==> src/rtl/bufprog_pkg.sv <==
package bufprog_pkg;

  typedef enum logic [3:0] {
    S_IDLE,
    S_CMD,
    S_XSR,
    S_CNT,
    S_DATA,
    S_CONF,
    S_SR,
    S_CLR,
    S_RESET,
    S_DONE
  } seq_state_t;

  typedef enum logic [2:0] {
    PH_IDLE,
    PH_SETUP,
    PH_PULSE,
    PH_HOLD,
    PH_READ,
    PH_ACK
  } bus_phase_t;

  localparam logic [7:0] CMD_BUF_PGM    = 8'hE8;
  localparam logic [7:0] CMD_CONFIRM    = 8'hD0;
  localparam logic [7:0] CMD_CLR_STAT   = 8'h50;
  localparam logic [7:0] CMD_READ_ARRAY = 8'hFF;
  localparam int         READY_BIT      = 7;

endpackage

==> src/rtl/bufprog_bus.sv <==
module bufprog_bus
  import bufprog_pkg::*;
#(
  parameter int AW       = 12,
  parameter int DW       = 16,
  parameter int WE_SETUP = 1,
  parameter int WE_WIDTH = 2,
  parameter int WE_HOLD  = 1,
  parameter int RD_LAT   = 2
) (
  input  logic          clk,
  input  logic          rst_n,
  input  logic          req,
  input  logic          req_wr,
  input  logic [AW-1:0] req_addr,
  input  logic [DW-1:0] req_data,
  output logic          ack,
  output logic          rd_ready,
  output logic [AW-1:0] bus_addr,
  output logic [DW-1:0] bus_wdata,
  output logic          bus_we,
  output logic          bus_re,
  input  logic [DW-1:0] bus_rdata
);

  localparam int M1   = (WE_SETUP > WE_WIDTH) ? WE_SETUP : WE_WIDTH;
  localparam int M2   = (M1 > WE_HOLD) ? M1 : WE_HOLD;
  localparam int MAXP = (M2 > RD_LAT) ? M2 : RD_LAT;
  localparam int CW   = $clog2(MAXP + 1);
  localparam logic [CW-1:0] L_SETUP = CW'(WE_SETUP - 1);
  localparam logic [CW-1:0] L_PULSE = CW'(WE_WIDTH - 1);
  localparam logic [CW-1:0] L_HOLD  = CW'(WE_HOLD - 1);
  localparam logic [CW-1:0] L_READ  = CW'(RD_LAT - 1);

  bus_phase_t    phase_q, phase_d;
  logic [CW-1:0] cnt_q, cnt_d;
  logic [CW-1:0] len_m1;
  logic          last;
  logic [AW-1:0] addr_q;
  logic [DW-1:0] data_q;
  logic          rdy_q, rdy_d;
  logic          cap_en;

  always_comb begin
    unique case (phase_q)
      PH_SETUP: len_m1 = L_SETUP;
      PH_PULSE: len_m1 = L_PULSE;
      PH_HOLD:  len_m1 = L_HOLD;
      PH_READ:  len_m1 = L_READ;
      default:  len_m1 = '0;
    endcase
  end

  assign last   = (cnt_q == len_m1);
  assign cap_en = (phase_q == PH_IDLE) && req;

  always_comb begin
    phase_d = phase_q;
    cnt_d   = cnt_q;
    rdy_d   = rdy_q;
    unique case (phase_q)
      PH_IDLE: begin
        cnt_d = '0;
        if (req) phase_d = req_wr ? PH_SETUP : PH_READ;
      end
      PH_SETUP, PH_PULSE, PH_HOLD: begin
        if (last) begin
          cnt_d = '0;
          if (phase_q == PH_SETUP)      phase_d = PH_PULSE;
          else if (phase_q == PH_PULSE) phase_d = PH_HOLD;
          else                          phase_d = PH_ACK;
        end else begin
          cnt_d = cnt_q + 1'b1;
        end
      end
      PH_READ: begin
        if (last) begin
          cnt_d   = '0;
          rdy_d   = bus_rdata[READY_BIT];
          phase_d = PH_ACK;
        end else begin
          cnt_d = cnt_q + 1'b1;
        end
      end
      PH_ACK:  phase_d = PH_IDLE;
      default: phase_d = PH_IDLE;
    endcase
  end

  always_ff @(posedge clk or negedge rst_n) begin
    if (!rst_n) begin
      phase_q <= PH_IDLE;
      cnt_q   <= '0;
      rdy_q   <= 1'b0;
    end else begin
      phase_q <= phase_d;
      cnt_q   <= cnt_d;
      rdy_q   <= rdy_d;
    end
  end

  always_ff @(posedge clk or negedge rst_n) begin
    if (!rst_n) begin
      addr_q <= '0;
      data_q <= '0;
    end else if (cap_en) begin
      addr_q <= req_addr;
      data_q <= req_data;
    end
  end

  assign ack       = (phase_q == PH_ACK);
  assign rd_ready  = rdy_q;
  assign bus_addr  = addr_q;
  assign bus_wdata = data_q;
  assign bus_we    = (phase_q == PH_PULSE);
  assign bus_re    = (phase_q == PH_READ);

  AST_WE_RE_EXCL: assert property (@(posedge clk) disable iff (!rst_n)
    !(bus_we && bus_re));
  AST_REQ_WHEN_IDLE: assert property (@(posedge clk) disable iff (!rst_n)
    req |-> (phase_q == PH_IDLE));
  AST_RDATA_KNOWN: assert property (@(posedge clk) disable iff (!rst_n)
    (bus_re && last) |-> !$isunknown(bus_rdata));

endmodule

==> src/rtl/bufprog_timer.sv <==
module bufprog_timer #(
  parameter int LIMIT = 300
) (
  input  logic clk,
  input  logic rst_n,
  input  logic clr,
  input  logic en,
  output logic expired
);

  localparam int CW = $clog2(LIMIT + 1);
  localparam logic [CW-1:0] LIM = CW'(LIMIT);

  logic [CW-1:0] cnt_q, cnt_d;

  assign expired = (cnt_q == LIM);

  always_comb begin
    cnt_d = cnt_q;
    if (clr)                 cnt_d = '0;
    else if (en && !expired) cnt_d = cnt_q + 1'b1;
  end

  always_ff @(posedge clk or negedge rst_n) begin
    if (!rst_n) cnt_q <= '0;
    else        cnt_q <= cnt_d;
  end

  AST_TMR_SATURATE: assert property (@(posedge clk) disable iff (!rst_n)
    (expired && !clr) |=> expired);

endmodule

==> src/rtl/bufprog_addr.sv <==
module bufprog_addr #(
  parameter int AW       = 12,
  parameter int BLK_BITS = 5,
  parameter int CNT_W    = 5
) (
  input  logic             clk,
  input  logic             rst_n,
  input  logic             load,
  input  logic             step,
  input  logic [AW-1:0]    blk_in,
  input  logic [AW-1:0]    start_in,
  input  logic [CNT_W-1:0] n_in,
  output logic [AW-1:0]    cur_addr,
  output logic [CNT_W-1:0] n_out,
  output logic             in_block,
  output logic             last
);

  localparam int TW = AW - BLK_BITS;

  logic [TW-1:0]    tag_q;
  logic [AW-1:0]    cur_q, cur_d;
  logic [CNT_W-1:0] x_q, x_d;
  logic [CNT_W-1:0] n_q;

  always_comb begin
    cur_d = cur_q;
    x_d   = x_q;
    if (load) begin
      cur_d = start_in;
      x_d   = '0;
    end else if (step) begin
      cur_d = cur_q + 1'b1;
      x_d   = x_q + 1'b1;
    end
  end

  always_ff @(posedge clk or negedge rst_n) begin
    if (!rst_n) begin
      cur_q <= '0;
      x_q   <= '0;
    end else begin
      cur_q <= cur_d;
      x_q   <= x_d;
    end
  end

  always_ff @(posedge clk or negedge rst_n) begin
    if (!rst_n) begin
      tag_q <= '0;
      n_q   <= '0;
    end else if (load) begin
      tag_q <= blk_in[AW-1:BLK_BITS];
      n_q   <= n_in;
    end
  end

  assign cur_addr = cur_q;
  assign n_out    = n_q;
  assign in_block = (cur_q[AW-1:BLK_BITS] == tag_q);
  assign last     = (x_q == n_q);

  AST_STEP_BOUNDED: assert property (@(posedge clk) disable iff (!rst_n)
    (step && !load) |-> !last);

endmodule

==> src/rtl/flash_bufprog_seq.sv <==
module flash_bufprog_seq
  import bufprog_pkg::*;
#(
  parameter int AW         = 12,
  parameter int DW         = 16,
  parameter int BLK_BITS   = 5,
  parameter int CNT_W      = 5,
  parameter int WE_SETUP   = 1,
  parameter int WE_WIDTH   = 2,
  parameter int WE_HOLD    = 1,
  parameter int RD_LAT     = 2,
  parameter int TMO_CYCLES = 300
) (
  input  logic             clk,
  input  logic             rst_n,
  input  logic             start,
  input  logic [AW-1:0]    block_addr,
  input  logic [AW-1:0]    start_addr,
  input  logic [CNT_W-1:0] word_count,
  input  logic [DW-1:0]    wr_data,
  input  logic             wr_valid,
  output logic             wr_ready,
  output logic             busy,
  output logic             done,
  output logic             timed_out,
  output logic             seq_error,
  output logic [AW-1:0]    bus_addr,
  output logic [DW-1:0]    bus_wdata,
  output logic             bus_we,
  output logic             bus_re,
  input  logic [DW-1:0]    bus_rdata
);

  logic [1:0] rst_sync_q;
  logic       rst_n_i;

  always_ff @(posedge clk or negedge rst_n) begin
    if (!rst_n) rst_sync_q <= 2'b00;
    else        rst_sync_q <= {rst_sync_q[0], 1'b1};
  end
  assign rst_n_i = rst_sync_q[1];

  seq_state_t       state_q, state_d;
  logic             pend_q, pend_d;
  logic [AW-1:0]    blk_q;
  logic             tmo_q, err_q;
  logic             op_req, op_wr;
  logic [AW-1:0]    op_addr;
  logic [DW-1:0]    op_data;
  logic             ack, rd_ready;
  logic             load, step, tmr_clr, tmr_en, expired;
  logic             set_tmo, set_err;
  logic [AW-1:0]    cur_addr;
  logic [CNT_W-1:0] n_val;
  logic             in_block, last;

  bufprog_bus #(
    .AW(AW), .DW(DW), .WE_SETUP(WE_SETUP), .WE_WIDTH(WE_WIDTH),
    .WE_HOLD(WE_HOLD), .RD_LAT(RD_LAT)
  ) u_bus (
    .clk(clk), .rst_n(rst_n_i),
    .req(op_req), .req_wr(op_wr), .req_addr(op_addr), .req_data(op_data),
    .ack(ack), .rd_ready(rd_ready),
    .bus_addr(bus_addr), .bus_wdata(bus_wdata),
    .bus_we(bus_we), .bus_re(bus_re), .bus_rdata(bus_rdata)
  );

  bufprog_timer #(.LIMIT(TMO_CYCLES)) u_tmr (
    .clk(clk), .rst_n(rst_n_i), .clr(tmr_clr), .en(tmr_en), .expired(expired)
  );

  bufprog_addr #(.AW(AW), .BLK_BITS(BLK_BITS), .CNT_W(CNT_W)) u_addr (
    .clk(clk), .rst_n(rst_n_i), .load(load), .step(step),
    .blk_in(block_addr), .start_in(start_addr), .n_in(word_count),
    .cur_addr(cur_addr), .n_out(n_val), .in_block(in_block), .last(last)
  );

  assign tmr_en = (state_q == S_CMD) || (state_q == S_XSR);

  always_comb begin
    state_d  = state_q;
    op_req   = 1'b0;
    op_wr    = 1'b1;
    op_addr  = blk_q;
    op_data  = '0;
    wr_ready = 1'b0;
    step     = 1'b0;
    load     = 1'b0;
    tmr_clr  = 1'b0;
    set_tmo  = 1'b0;
    set_err  = 1'b0;
    unique case (state_q)
      S_IDLE: begin
        if (start) begin
          load    = 1'b1;
          tmr_clr = 1'b1;
          state_d = S_CMD;
        end
      end
      S_CMD: begin
        op_req  = !pend_q;
        op_data = DW'(CMD_BUF_PGM);
        if (ack) state_d = S_XSR;
      end
      S_XSR: begin
        op_req = !pend_q;
        op_wr  = 1'b0;
        if (ack) begin
          if (rd_ready) begin
            state_d = S_CNT;
          end else if (expired) begin
            set_tmo = 1'b1;
            state_d = S_RESET;
          end else begin
            state_d = S_CMD;
          end
        end
      end
      S_CNT: begin
        op_req  = !pend_q;
        op_data = DW'(n_val);
        if (ack) state_d = S_DATA;
      end
      S_DATA: begin
        op_addr = cur_addr;
        op_data = wr_data;
        if (!pend_q) begin
          if (!in_block) begin
            set_err = 1'b1;
            state_d = S_CLR;
          end else begin
            wr_ready = 1'b1;
            op_req   = wr_valid;
          end
        end
        if (ack) begin
          if (last) state_d = S_CONF;
          else      step    = 1'b1;
        end
      end
      S_CONF: begin
        op_req  = !pend_q;
        op_data = DW'(CMD_CONFIRM);
        if (ack) state_d = S_SR;
      end
      S_SR: begin
        op_req = !pend_q;
        op_wr  = 1'b0;
        if (ack && rd_ready) state_d = S_RESET;
      end
      S_CLR: begin
        op_req  = !pend_q;
        op_data = DW'(CMD_CLR_STAT);
        if (ack) state_d = S_RESET;
      end
      S_RESET: begin
        op_req  = !pend_q;
        op_data = DW'(CMD_READ_ARRAY);
        if (ack) state_d = S_DONE;
      end
      S_DONE:  state_d = S_IDLE;
      default: state_d = S_IDLE;
    endcase
  end

  always_comb begin
    pend_d = pend_q;
    if (ack)         pend_d = 1'b0;
    else if (op_req) pend_d = 1'b1;
  end

  always_ff @(posedge clk or negedge rst_n_i) begin
    if (!rst_n_i) begin
      state_q <= S_IDLE;
      pend_q  <= 1'b0;
    end else begin
      state_q <= state_d;
      pend_q  <= pend_d;
    end
  end

  always_ff @(posedge clk or negedge rst_n_i) begin
    if (!rst_n_i)  blk_q <= '0;
    else if (load) blk_q <= block_addr;
  end

  always_ff @(posedge clk or negedge rst_n_i) begin
    if (!rst_n_i) begin
      tmo_q <= 1'b0;
      err_q <= 1'b0;
    end else if (load) begin
      tmo_q <= 1'b0;
      err_q <= 1'b0;
    end else begin
      if (set_tmo) tmo_q <= 1'b1;
      if (set_err) err_q <= 1'b1;
    end
  end

  assign busy      = (state_q != S_IDLE);
  assign done      = (state_q == S_DONE);
  assign timed_out = tmo_q;
  assign seq_error = err_q;

  AST_DATA_IN_BLOCK: assert property (@(posedge clk) disable iff (!rst_n_i)
    (bus_we && state_q == S_DATA) |-> (bus_addr[AW-1:BLK_BITS] == blk_q[AW-1:BLK_BITS]));
  AST_DONE_PULSE: assert property (@(posedge clk) disable iff (!rst_n_i)
    done |=> !done);
  AST_WREADY_BUSY: assert property (@(posedge clk) disable iff (!rst_n_i)
    wr_ready |-> busy);
  AST_FLAGS_EXCL: assert property (@(posedge clk) disable iff (!rst_n_i)
    done |-> !(timed_out && seq_error));

endmodule

==> config.mk <==
export PLATFORM = sky130hd
export DESIGN_NAME = flash_bufprog_seq
export DESIGN_NICKNAME = d
export VERILOG_FILES = /design/src/rtl/bufprog_pkg.sv /design/src/rtl/bufprog_bus.sv /design/src/rtl/bufprog_timer.sv /design/src/rtl/bufprog_addr.sv /design/src/rtl/flash_bufprog_seq.sv
export SDC_FILE = /design/constraint.sdc
export NUM_CORES = 1
export LEC_CHECK = 0
export BUFFER_PORTS_ARGS = -buffer_cell sky130_fd_sc_hd__buf_2
export CORE_MARGIN = 4
export CORE_UTILIZATION = 25
export CTS_BUF_LIST = sky130_fd_sc_hd__clkbuf_16
export DETAILED_ROUTE_END_ITERATION = 8
export GPL_TIMING_DRIVEN = 1
export PLACE_DENSITY = 0.52
export SLEW_MARGIN = 40
export SYNTH_ARGS = -nofsm -noshare
export SYNTH_HDL_FRONTEND = slang
export SYNTH_SLANG_ARGS = --single-unit
==> constraint.sdc <==
create_clock -name clk -period 3.16 [get_ports clk]
set_input_delay 0.632 -clock clk [delete_from_list [all_inputs] [get_ports clk]]
set_output_delay 0.632 -clock clk [all_outputs]
set_load 0.02 [all_outputs]
-- Word level (Yosys, flattened, before mapping)
Cells that the tools add are included.
- add/subtract/negate cells: 4
- eq/ne operators: 29
- multiplexer cells: 57
- reductions and logical operators: 23
- operator list (operator ; count):
    $pmux W16 S6 ; 1
    $mux W4 ; 14
    $mux W12 ; 3
    $pmux W4 S9 ; 1
    $mux W1 ; 24
    $mux W3 ; 6
    $mux W9 ; 2
    $eq A4 B3 Y1 const B ; 4
    $ne A2 B2 Y1 const B ; 8
    $add A12 B1 Y12 const B ; 1
    $reduce_bool A2 Y1 ; 6
    $mux W5 ; 2
    $add A9 B1 Y9 const B ; 1
    $eq A9 B9 Y1 const B ; 1
    $pmux W3 S3 ; 1
    $eq A4 B2 Y1 const B ; 2
    $eq A4 B4 Y1 const B ; 2
    $reduce_and A8 Y1 ; 1
    $eq A7 B7 Y1 ; 1
    $reduce_or A7 Y1 ; 1
    $eq A3 B2 Y1 const B ; 2
    $eq A3 B3 Y1 const B ; 2
    $ne A2 B1 Y1 const B ; 3
    $add A5 B1 Y5 const B ; 1
    other kinds (19) ; 23
- flip-flop bits (word level): 93
- input port bits: 65
- output and inout bits: 35
- word-level logic and storage cells: 129

-- Longest topological paths before layout
Gate-level depths: netlist of run 1.
- depth after elaboration: 7
- gate-level depth with buffers: 7
- gate-level depth less buffers: 7

-- Hierarchy
A second synthesis of run 1 with hierarchy kept.
- cells, all modules: 446
- area, all modules: 5048.6 sq um
- modules (own cells, without submodules) (module ; instances ; cells an instance ; area each (sq um) ; sequential area each (sq um)):
    bufprog_bus ; 1 ; 104 ; 1532.7 ; 850.8
    bufprog_addr ; 1 ; 142 ; 1520.2 ; 725.7
    flash_bufprog_seq ; 1 ; 145 ; 1465.2 ; 525.5
    bufprog_timer ; 1 ; 55 ; 530.5 ; 225.2

-- Least setup slack after synthesis of run 1
No wires, ideal clock.
- path type: reg-to-output
- start: reg state_q[3]
- end: out wr_ready
- data arrival time: 1.457 ns
- required time: 2.528 ns
- path slack: 1.071 ns
- stages on the path, launching flop included: 6
- path buffers: 2
- cell sequence: dfrtp_1 -> buf_4 -> nor4b_4 -> clkbuf_1 -> nand2_1 -> nor2_1
- word-level cells in the longest chain between the ends: 2
- RTL lines (item ; RTL line ; RTL):
    start: declaration ; flash_bufprog_seq.sv:43 ; seq_state_t state_q, state_d;
    start signal: assignment ; flash_bufprog_seq.sv:177 ; state_q <= state_d;
    $eq A4 B3 Y1 ; flash_bufprog_seq.sv:92 ; unique case (state_q)
    $mux W1 ; flash_bufprog_seq.sv:92 ;
    end: declaration ; flash_bufprog_seq.sv:22 ; output logic wr_ready,
No other way between the ends.

-- Final worst setup path of run 1
- start: reg state_q[0]
- end: reg u_bus.addr_q[4], in the netlist u_bus.bus_addr[4]
- word-level cells in the longest chain between the ends: 4
- elaborated cells on any way between the ends: 12
- those cells by class: eq/ne: 8; mux: 2; reduce/logical: 2
- RTL lines (item ; RTL line ; RTL):
    $eq A4 B1 Y1 (tied with other cells) ; flash_bufprog_seq.sv:92 ;
    $reduce_or A7 Y1 (no line) ; -- ;
    $pmux W1 S2 ; flash_bufprog_seq.sv:92 ;
    $logic_and A1 B1 Y1 ; bufprog_bus.sv:55 ; assign cap_en = (phase_q == PH_IDLE) && req;
    end signal: assignment ; bufprog_bus.sv:107 ; addr_q <= req_addr;
    end: declaration ; bufprog_bus.sv:39 ; logic [AW-1:0] addr_q;
Parallel ways exist; a longest one is shown, timed or not.
A chain may end at the register's enable or synchronous reset.

==> qor.txt, run 1 <==
========================================================================================================
Number of synthesized register bits .......................................................           86
TritonCTS Buffers .........................................................................            9
Ys async rst share ........................................................................         100%
Count of nets left with antenna violations after detail routing ...........................            0
Worst slew pin tran .......................................................................     0.812 ns
Most frequently used cell type in the post-synthesis netlist .............................. sky130_fd_sc_hd__nand2_1
Total Wirelength ..........................................................................      12.2 mm
Number of antenna violations at the first check in global routing .........................            0
Total core area ...........................................................................    18000 µm²
Count of distinct cell types in the synthesized netlist ...................................           53
Die footprint .............................................................................    20500 µm²
Run status ................................................................................    completed
Count of buffers added by post-CTS timing repair for setup ................................            0
Post-synthesis instance total .............................................................          504
Overall via count from detail_route .......................................................         3795
Initial Util ..............................................................................        25.5%
Maximum number of buffers from clock root to sink .........................................            2
Number of synthesized flops with an enable pin ............................................            0
Critical path class ....................................................................... register to register
TritonCTS clock tree ......................................................................        built
Dominant cells by area after synthesis .................................................... sky130_fd_sc_hd__dfrtp_1 (47%), sky130_fd_sc_hd__nand2_1 (11%), sky130_fd_sc_hd__mux2_2 (5.2%), sky130_fd_sc_hd__xnor2_1 (5.0%), sky130_fd_sc_hd__mux2i_1 (3.3%)
PortBufs ..................................................................................           84
Estimated wirelength of the detail-placed design ..........................................      8.91 mm
Fillers ...................................................................................         1903
Power density relative to cell area .......................................................   964 nW/µm²
Vias per cell .............................................................................         4.62
Critical Path Sink Type ...................................................................     register
Antenna diode count .......................................................................            0
Final setup violation count ...............................................................            0
Ratio of cells with drive above 1 in the final layout .....................................        24.2%
Final number of max-transition violations .................................................            0
Tightest slew margin relative to the limit ................................................        45.7%
Count of hold-fix buffers inserted at cts .................................................            0
Final worst path period need ..............................................................      2.88 ns
Number of global-route vias before repair .................................................         3859
Layout-stage area growth over the synthesis result ........................................        22.7%
Class of the worst hold path .............................................................. primary input to async pin
CP Launch Type ............................................................................     register
Total number of H-tree levels .............................................................            3
Final hold vios ...........................................................................            0
Post-CTS resize count .....................................................................            0
Fin area ..................................................................................     5610 µm²
Detail-routed net length per standard cell ................................................      14.9 µm
Number of optimization iterations in the first detailed-route pass ........................            4
Sequential element share of the synthesized area ..........................................        47.1%
Final Wtd Congestion ......................................................................        0.782
Maximum clock frequency ...................................................................      347 MHz
Number of clock sinks .....................................................................           86
Clock latency at the later pin of the worst-skew pair .....................................      0.35 ns
First DRT Iteration DRCs ..................................................................          276
Post-CTS clock slew at the launch and capture registers of the worst setup and hold paths .      0.06 ns
Remaining global-route overflow ...........................................................            0
Number of nets in the synthesized netlist .................................................          573
Static leakage power ......................................................................   0.00264 µW
Vertical die dimension ....................................................................       143 µm
Count of pins on the block boundary .......................................................          100
Total cell area at the placement stage ....................................................     5310 µm²
Largest net degree at the start of global routing .........................................           43
Max capacitance violation total ...........................................................            0
Worst EP arrival ..........................................................................      3.11 ns
Required arrival time at the worst endpoint ...............................................      3.39 ns
Number of cell rows .......................................................................           49
Post-synthesis cell area ..................................................................     4570 µm²
Cell type contributing the most total cell area after synthesis ........................... sky130_fd_sc_hd__dfrtp_1
Share of the clock period used by the worst path after layout .............................        91.1%
RSZ-0062 raised after global routing ......................................................        false
Worst IR Drop VDD .........................................................................     0.421 mV
Worst clock skew ..........................................................................   0.00640 ns
Die width .................................................................................       143 µm
Global routing usage summed across all routing layers .....................................        12.2%
Nets ......................................................................................          656
Fraction of post-synthesis cell area in the top cell type by area .........................        47.1%
Number of DRC violations after detailed routing ...........................................            0
Final sum of negative setup slack .........................................................         0 ns
Root buffer selected by CTS ............................................................... sky130_fd_sc_hd__clkbuf_16
Global-route wire length before repair ....................................................      19.8 mm
Average footprint of a synthesized cell ...................................................     9.07 µm²
Yosys warnings ............................................................................            0
Maximum fanout encountered on the critical timing path ....................................           14
Most instantiated flip-flop cell in the synthesis netlist ................................. sky130_fd_sc_hd__dfrtp_1
Leading post-synthesis cells by instance count ............................................ sky130_fd_sc_hd__nand2_1 (128), sky130_fd_sc_hd__dfrtp_1 (86), sky130_fd_sc_hd__nor2_1 (36)
========================================================================================================
## worst paths after layout
check / startpoint / to / slack [ns] / cells past startpoint
worst max-delay path: state_q[0]$_DFFE_PN0P_ / u_bus.bus_addr[4]$_DFFE_PN0P_ / 0.28 / 8
worst min-delay path: rst_n / rst_sync_q[1]$_DFF_PN0_ / 0.06 / 1
worst max register to register: state_q[0]$_DFFE_PN0P_ / u_bus.bus_addr[4]$_DFFE_PN0P_ / 0.28 / 8
worst min register to register: rst_sync_q[1]$_DFF_PN0_ / blk_q[2]$_DFFE_PN0P_ / 0.30 / 0
max in group asynchronous: rst_sync_q[1]$_DFF_PN0_ / u_bus.bus_wdata[11]$_DFFE_PN0P_ / 2.12 / 1
min in group clk: rst_sync_q[0]$_DFF_PN0_ / rst_sync_q[1]$_DFF_PN0_ / 0.35 / 0
## area by class of cell
class,instances,area (µm²),share of cell area (%)
clock inverters,7,80.1,1.43
repair buffers,98,537,9.56
clock buffers,9,225,4.01
well taps,229,287,5.10
inverters,19,71.3,1.27
multi-input cells,373,2260,40.2
flip-flops and latches,86,2160,38.4
## registers in the layout, summed over array words and instances (netlist names)
register	cells
u_tmr.cnt_q	9
u_bus.bus_addr	12
u_addr.n_out	5
u_addr.cur_addr	12
u_bus.rd_ready	1
u_addr.x_q	5
u_bus.bus_wdata	16
pend_q	1
timed_out	1
u_addr.tag_q	1
u_bus.phase_q	3
u_bus.cnt_q	2
blk_q	11
state_q	4
rst_sync_q	2
seq_error	1
## worst max-delay path, cell delays in order (launching register included)
cell and delay [ns]:
sky130_fd_sc_hd__dfrtp_1 0.38, sky130_fd_sc_hd__buf_4 0.19, sky130_fd_sc_hd__nor4b_4 0.65, sky130_fd_sc_hd__nand2_1 0.13
sky130_fd_sc_hd__nor4_1 0.49, sky130_fd_sc_hd__o21ai_4 0.27, sky130_fd_sc_hd__buf_8 0.24, sky130_fd_sc_hd__buf_6 0.15
sky130_fd_sc_hd__mux2_2 0.27
## per-layer routing
metal | track usage (%) | vias to the layer above | share of wire, %
met1 | 16.7 | 1838 | 48
met4 | 3.12 | 0 | 0.95
met3 | 3.15 | 10 | 5.4
met2 | 19.4 | 86 | 45
met5 | 0 | - | 0
li1 | - | 1861 | -
## kinds of logic (layout without fill, tap and decap cells)
group	after synthesis	after routing	share of synthesized area [%]
AO/OA/AOI/OAI	74	74	11.2
XOR/XNOR	32	32	6.13
adder cells (fa/ha/maj)	4	4	1.09
other	1	1	0.0820
buffers and inverters	45	133	3.94
AND/OR/NAND/NOR	226	226	22.1
multiplexers	36	36	8.45
flip-flops	86	86	47.1
## cells in the final DEF (no fill, tap or decap), types with 11 or more instances in the layout
cell,n
sky130_fd_sc_hd__nor3_1,11
sky130_fd_sc_hd__inv_1,20
sky130_fd_sc_hd__dfrtp_1,85
sky130_fd_sc_hd__buf_4,12
sky130_fd_sc_hd__o21ai_0,21
sky130_fd_sc_hd__xnor2_1,26
sky130_fd_sc_hd__buf_2,84
sky130_fd_sc_hd__nor2_1,36
sky130_fd_sc_hd__nand3_1,14
sky130_fd_sc_hd__nand2_1,128
sky130_fd_sc_hd__mux2_2,21
sky130_fd_sc_hd__a21oi_1,21
sky130_fd_sc_hd__mux2i_1,15
## power breakdown
group | internal (µW) | leakage (µW) | total (µW) | switching, µW
clock | 680 | 0.000153 | 1110 | 428
sequential | 1530 | 0.00109 | 1960 | 432
combinational | 935 | 0.00140 | 2350 | 1410
total | 3140 | 0.00264 | 5410 | 2270
## stage by stage
stage / util (%) / std cells / power, µW / setup slack [ns] / hold slack [ns]
after floorplan: - / 504 / 3580 / 0.587 / 0.331
after global placement: 29.4 / 803 / 4280 / 0.453 / 0.322
after detailed placement: 29.5 / 805 / 4350 / 0.265 / 0.324
after CTS: 31.2 / 821 / 5490 / 0.248 / 0.0391
after global routing: 31.2 / 821 / 5870 / 0.0916 / 0.0433
final: 31.2 / 821 / 5410 / 0.282 / 0.0555
Note: power is estimated with default switching activity, not from simulation.
==> run 2, diff against run 1 <==
ABC_CLOCK_PERIOD_IN_PS = 3160   (was unset)
CELL_PAD_IN_SITES_DETAIL_PLACEMENT = 0   (was unset)
CELL_PAD_IN_SITES_GLOBAL_PLACEMENT = 1   (was unset)
CORE_MARGIN = unset   (was 4)
PLACE_DENSITY = 0.62   (was 0.52)
==> qor.txt, run 2 (synthesis results as in run 1) <==
========================================================================================================
Worst r2r dst ............................................................................. u_bus.bus_wdata[4]$_DFFE_PN0P_
Final sum of negative setup slack .........................................................         0 ns
Final Wtd Congestion ......................................................................        0.827
Final hold vios ...........................................................................            0
Met3 Track Usage GR .......................................................................        3.68%
Worst EP arrival ..........................................................................      1.85 ns
Fin area ..................................................................................     5670 µm²
Post-CTS resize count .....................................................................            0
Flip-flop count of the largest register, all copies and words added .......................           16
Critical Path Sink Type ...................................................................  output port
Maximum fanout encountered on the critical timing path ....................................            5
Root buffer selected by CTS ............................................................... sky130_fd_sc_hd__clkbuf_16
Power density relative to cell area .......................................................   970 nW/µm²
Count of buffers added by post-CTS timing repair for setup ................................            0
Critical path class ....................................................................... register to output port
Total cell area at the placement stage ....................................................     5310 µm²
Total Wirelength ..........................................................................      11.8 mm
Worst clock skew ..........................................................................   0.00944 ns
Remaining global-route overflow ...........................................................            0
Worst IR Drop VDD .........................................................................     0.423 mV
Multi-input combinational cell area .......................................................     2260 µm²
Vertical die dimension ....................................................................       137 µm
CP Launch Type ............................................................................     register
Number of antenna violations at the first check in global routing .........................            0
Overall via count from detail_route .......................................................         3748
Global routing usage summed across all routing layers .....................................        13.0%
Share of the clock period used by the worst path after layout .............................        78.5%
Nets ......................................................................................          657
Detail-routed net length per standard cell ................................................      14.3 µm
Static leakage power ......................................................................   0.00266 µW
Die footprint .............................................................................    18800 µm²
Commonest non-fill, non-tap cells in the layout ........................................... sky130_fd_sc_hd__nand2_1 (128), sky130_fd_sc_hd__dfrtp_1 (85), sky130_fd_sc_hd__buf_2 (84)
Fillers ...................................................................................         1904
Estimated wirelength of the detail-placed design ..........................................      8.47 mm
Initial Util ..............................................................................        25.5%
Count of nets left with antenna violations after detail routing ...........................            0
Maximum number of buffers from clock root to sink .........................................            2
Commonest non-fill, non-tap cell in the layout ............................................ sky130_fd_sc_hd__nand2_1
Fraction of met2 tracks used by global routing ............................................        20.7%
Number of instances in the placed design ..................................................          805
Maximum clock frequency ...................................................................      403 MHz
Number of global-route vias before repair .................................................         3618
TritonCTS Buffers .........................................................................            9
Seq. cell area ............................................................................     2160 µm²
Largest net degree at the start of global routing .........................................           56
Max capacitance violation total ...........................................................            0
Count of hold-fix buffers inserted at cts .................................................            0
Number of cell rows .......................................................................           49
Final number of max-transition violations .................................................            0
Total core area ...........................................................................    18000 µm²
Layout-stage area growth over the synthesis result ........................................        24.0%
Most congested layer reported by global routing ...........................................         met2
Global-route wire length before repair ....................................................      18.6 mm
Die width .................................................................................       137 µm
Tightest slew margin relative to the limit ................................................        56.9%
FF-to-FF setup slack ......................................................................      0.78 ns
Number of cells in the finished layout apart from fillers .................................          822
Final worst path period need ..............................................................      2.48 ns
Met1 GRT Util .............................................................................        17.3%
Number of clock sinks .....................................................................           86
Number of optimization iterations in the first detailed-route pass ........................            5
Post-CTS clock slew at the launch and capture registers of the worst setup and hold paths .      0.06 ns
Total number of H-tree levels .............................................................            3
Class of the worst hold path .............................................................. primary input to async pin
Run status ................................................................................    completed
TritonCTS clock tree ......................................................................        built
Core utilization of the finished layout ...................................................        31.6%
Number of DRC violations after detailed routing ...........................................            0
R2R cell count ............................................................................            6
Final setup violation count ...............................................................            0
PortBufs ..................................................................................           84
Ratio of cells with drive above 1 in the final layout .....................................        24.6%
RSZ-0062 raised after global routing ......................................................        false
Worst slew pin tran .......................................................................     0.640 ns
Vias per cell .............................................................................         4.56
Required arrival time at the worst endpoint ...............................................      2.53 ns
Worst reg2reg startpoint .................................................................. state_q[2]$_DFFE_PN0P_
Count of pins on the block boundary .......................................................          100
First DRT Iteration DRCs ..................................................................          177
Clock latency at the later pin of the worst-skew pair .....................................      0.34 ns
Antenna diode count .......................................................................            0
========================================================================================================
-- run 2: final cells by class --
class / count / area share, %
repair buffers: 99 / 9.89
clock inverters: 7 / 2.01
clock buffers: 9 / 3.97
inverters: 19 / 1.26
well taps: 229 / 5.05
flip-flops and latches: 86 / 38.0
multi-input cells: 373 / 39.8
-- run 2: critical path: stages, from the launching register on --
cell	delay, ns
sky130_fd_sc_hd__dfrtp_1	0.43
sky130_fd_sc_hd__xnor2_1	0.27
sky130_fd_sc_hd__nand2_1	0.13
sky130_fd_sc_hd__nor3_1	0.24
sky130_fd_sc_hd__nand2_1	0.09
sky130_fd_sc_hd__nor2_1	0.16
sky130_fd_sc_hd__buf_2	0.19
-- run 2: how the worst max path moves through the flow --
stage / from / slack (ns) / to / depth (start not counted)
3_3_place_gp: state_q[2]$_DFFE_PN0P_ / 0.51 / u_bus.bus_addr[1]$_DFFE_PN0P_ / 5
4_1_cts: u_addr.cur_addr[5]$_DFFE_PN0P_ / 0.65 / wr_ready / 6
6_report: u_addr.cur_addr[5]$_DFFE_PN0P_ / 0.68 / wr_ready / 6
5_1_grt: u_addr.cur_addr[6]$_DFFE_PN0P_ / 0.49 / wr_ready / 6
3_5_place_dp: state_q[2]$_DFFE_PN0P_ / 0.81 / u_bus.bus_wdata[4]$_DFFE_PN0P_ / 6
2_1_floorplan: rst_sync_q[1]$_DFF_PN0_ / 0.59 / blk_q[0]$_DFFE_PN0P_ / 0
-- run 2: power breakdown --
group          leakage [µW]  internal (µW)  switching (µW)
Combinational       0.00141            933            1400
Sequential          0.00109           1530             437
Clock              0.000164            768             441
-- run 2: layer usage --
metal / share of wire, % / routed length (µm)
met5: 0 / 0
met4: 0.87 / 102
met3: 4.6 / 544
met2: 46 / 5380
met1: 49 / 5750
-- run 2: per-stage QoR --
stage | hold WS, ns | setup WS, ns | total power (µW)
final | 0.0658 | 0.678 | 5500
after detailed placement | 0.338 | 0.810 | 4340
after global placement | 0.339 | 0.515 | 4300
after floorplan | 0.331 | 0.587 | 3580
after CTS | 0.0520 | 0.653 | 5580
after global routing | 0.0451 | 0.493 | 5940
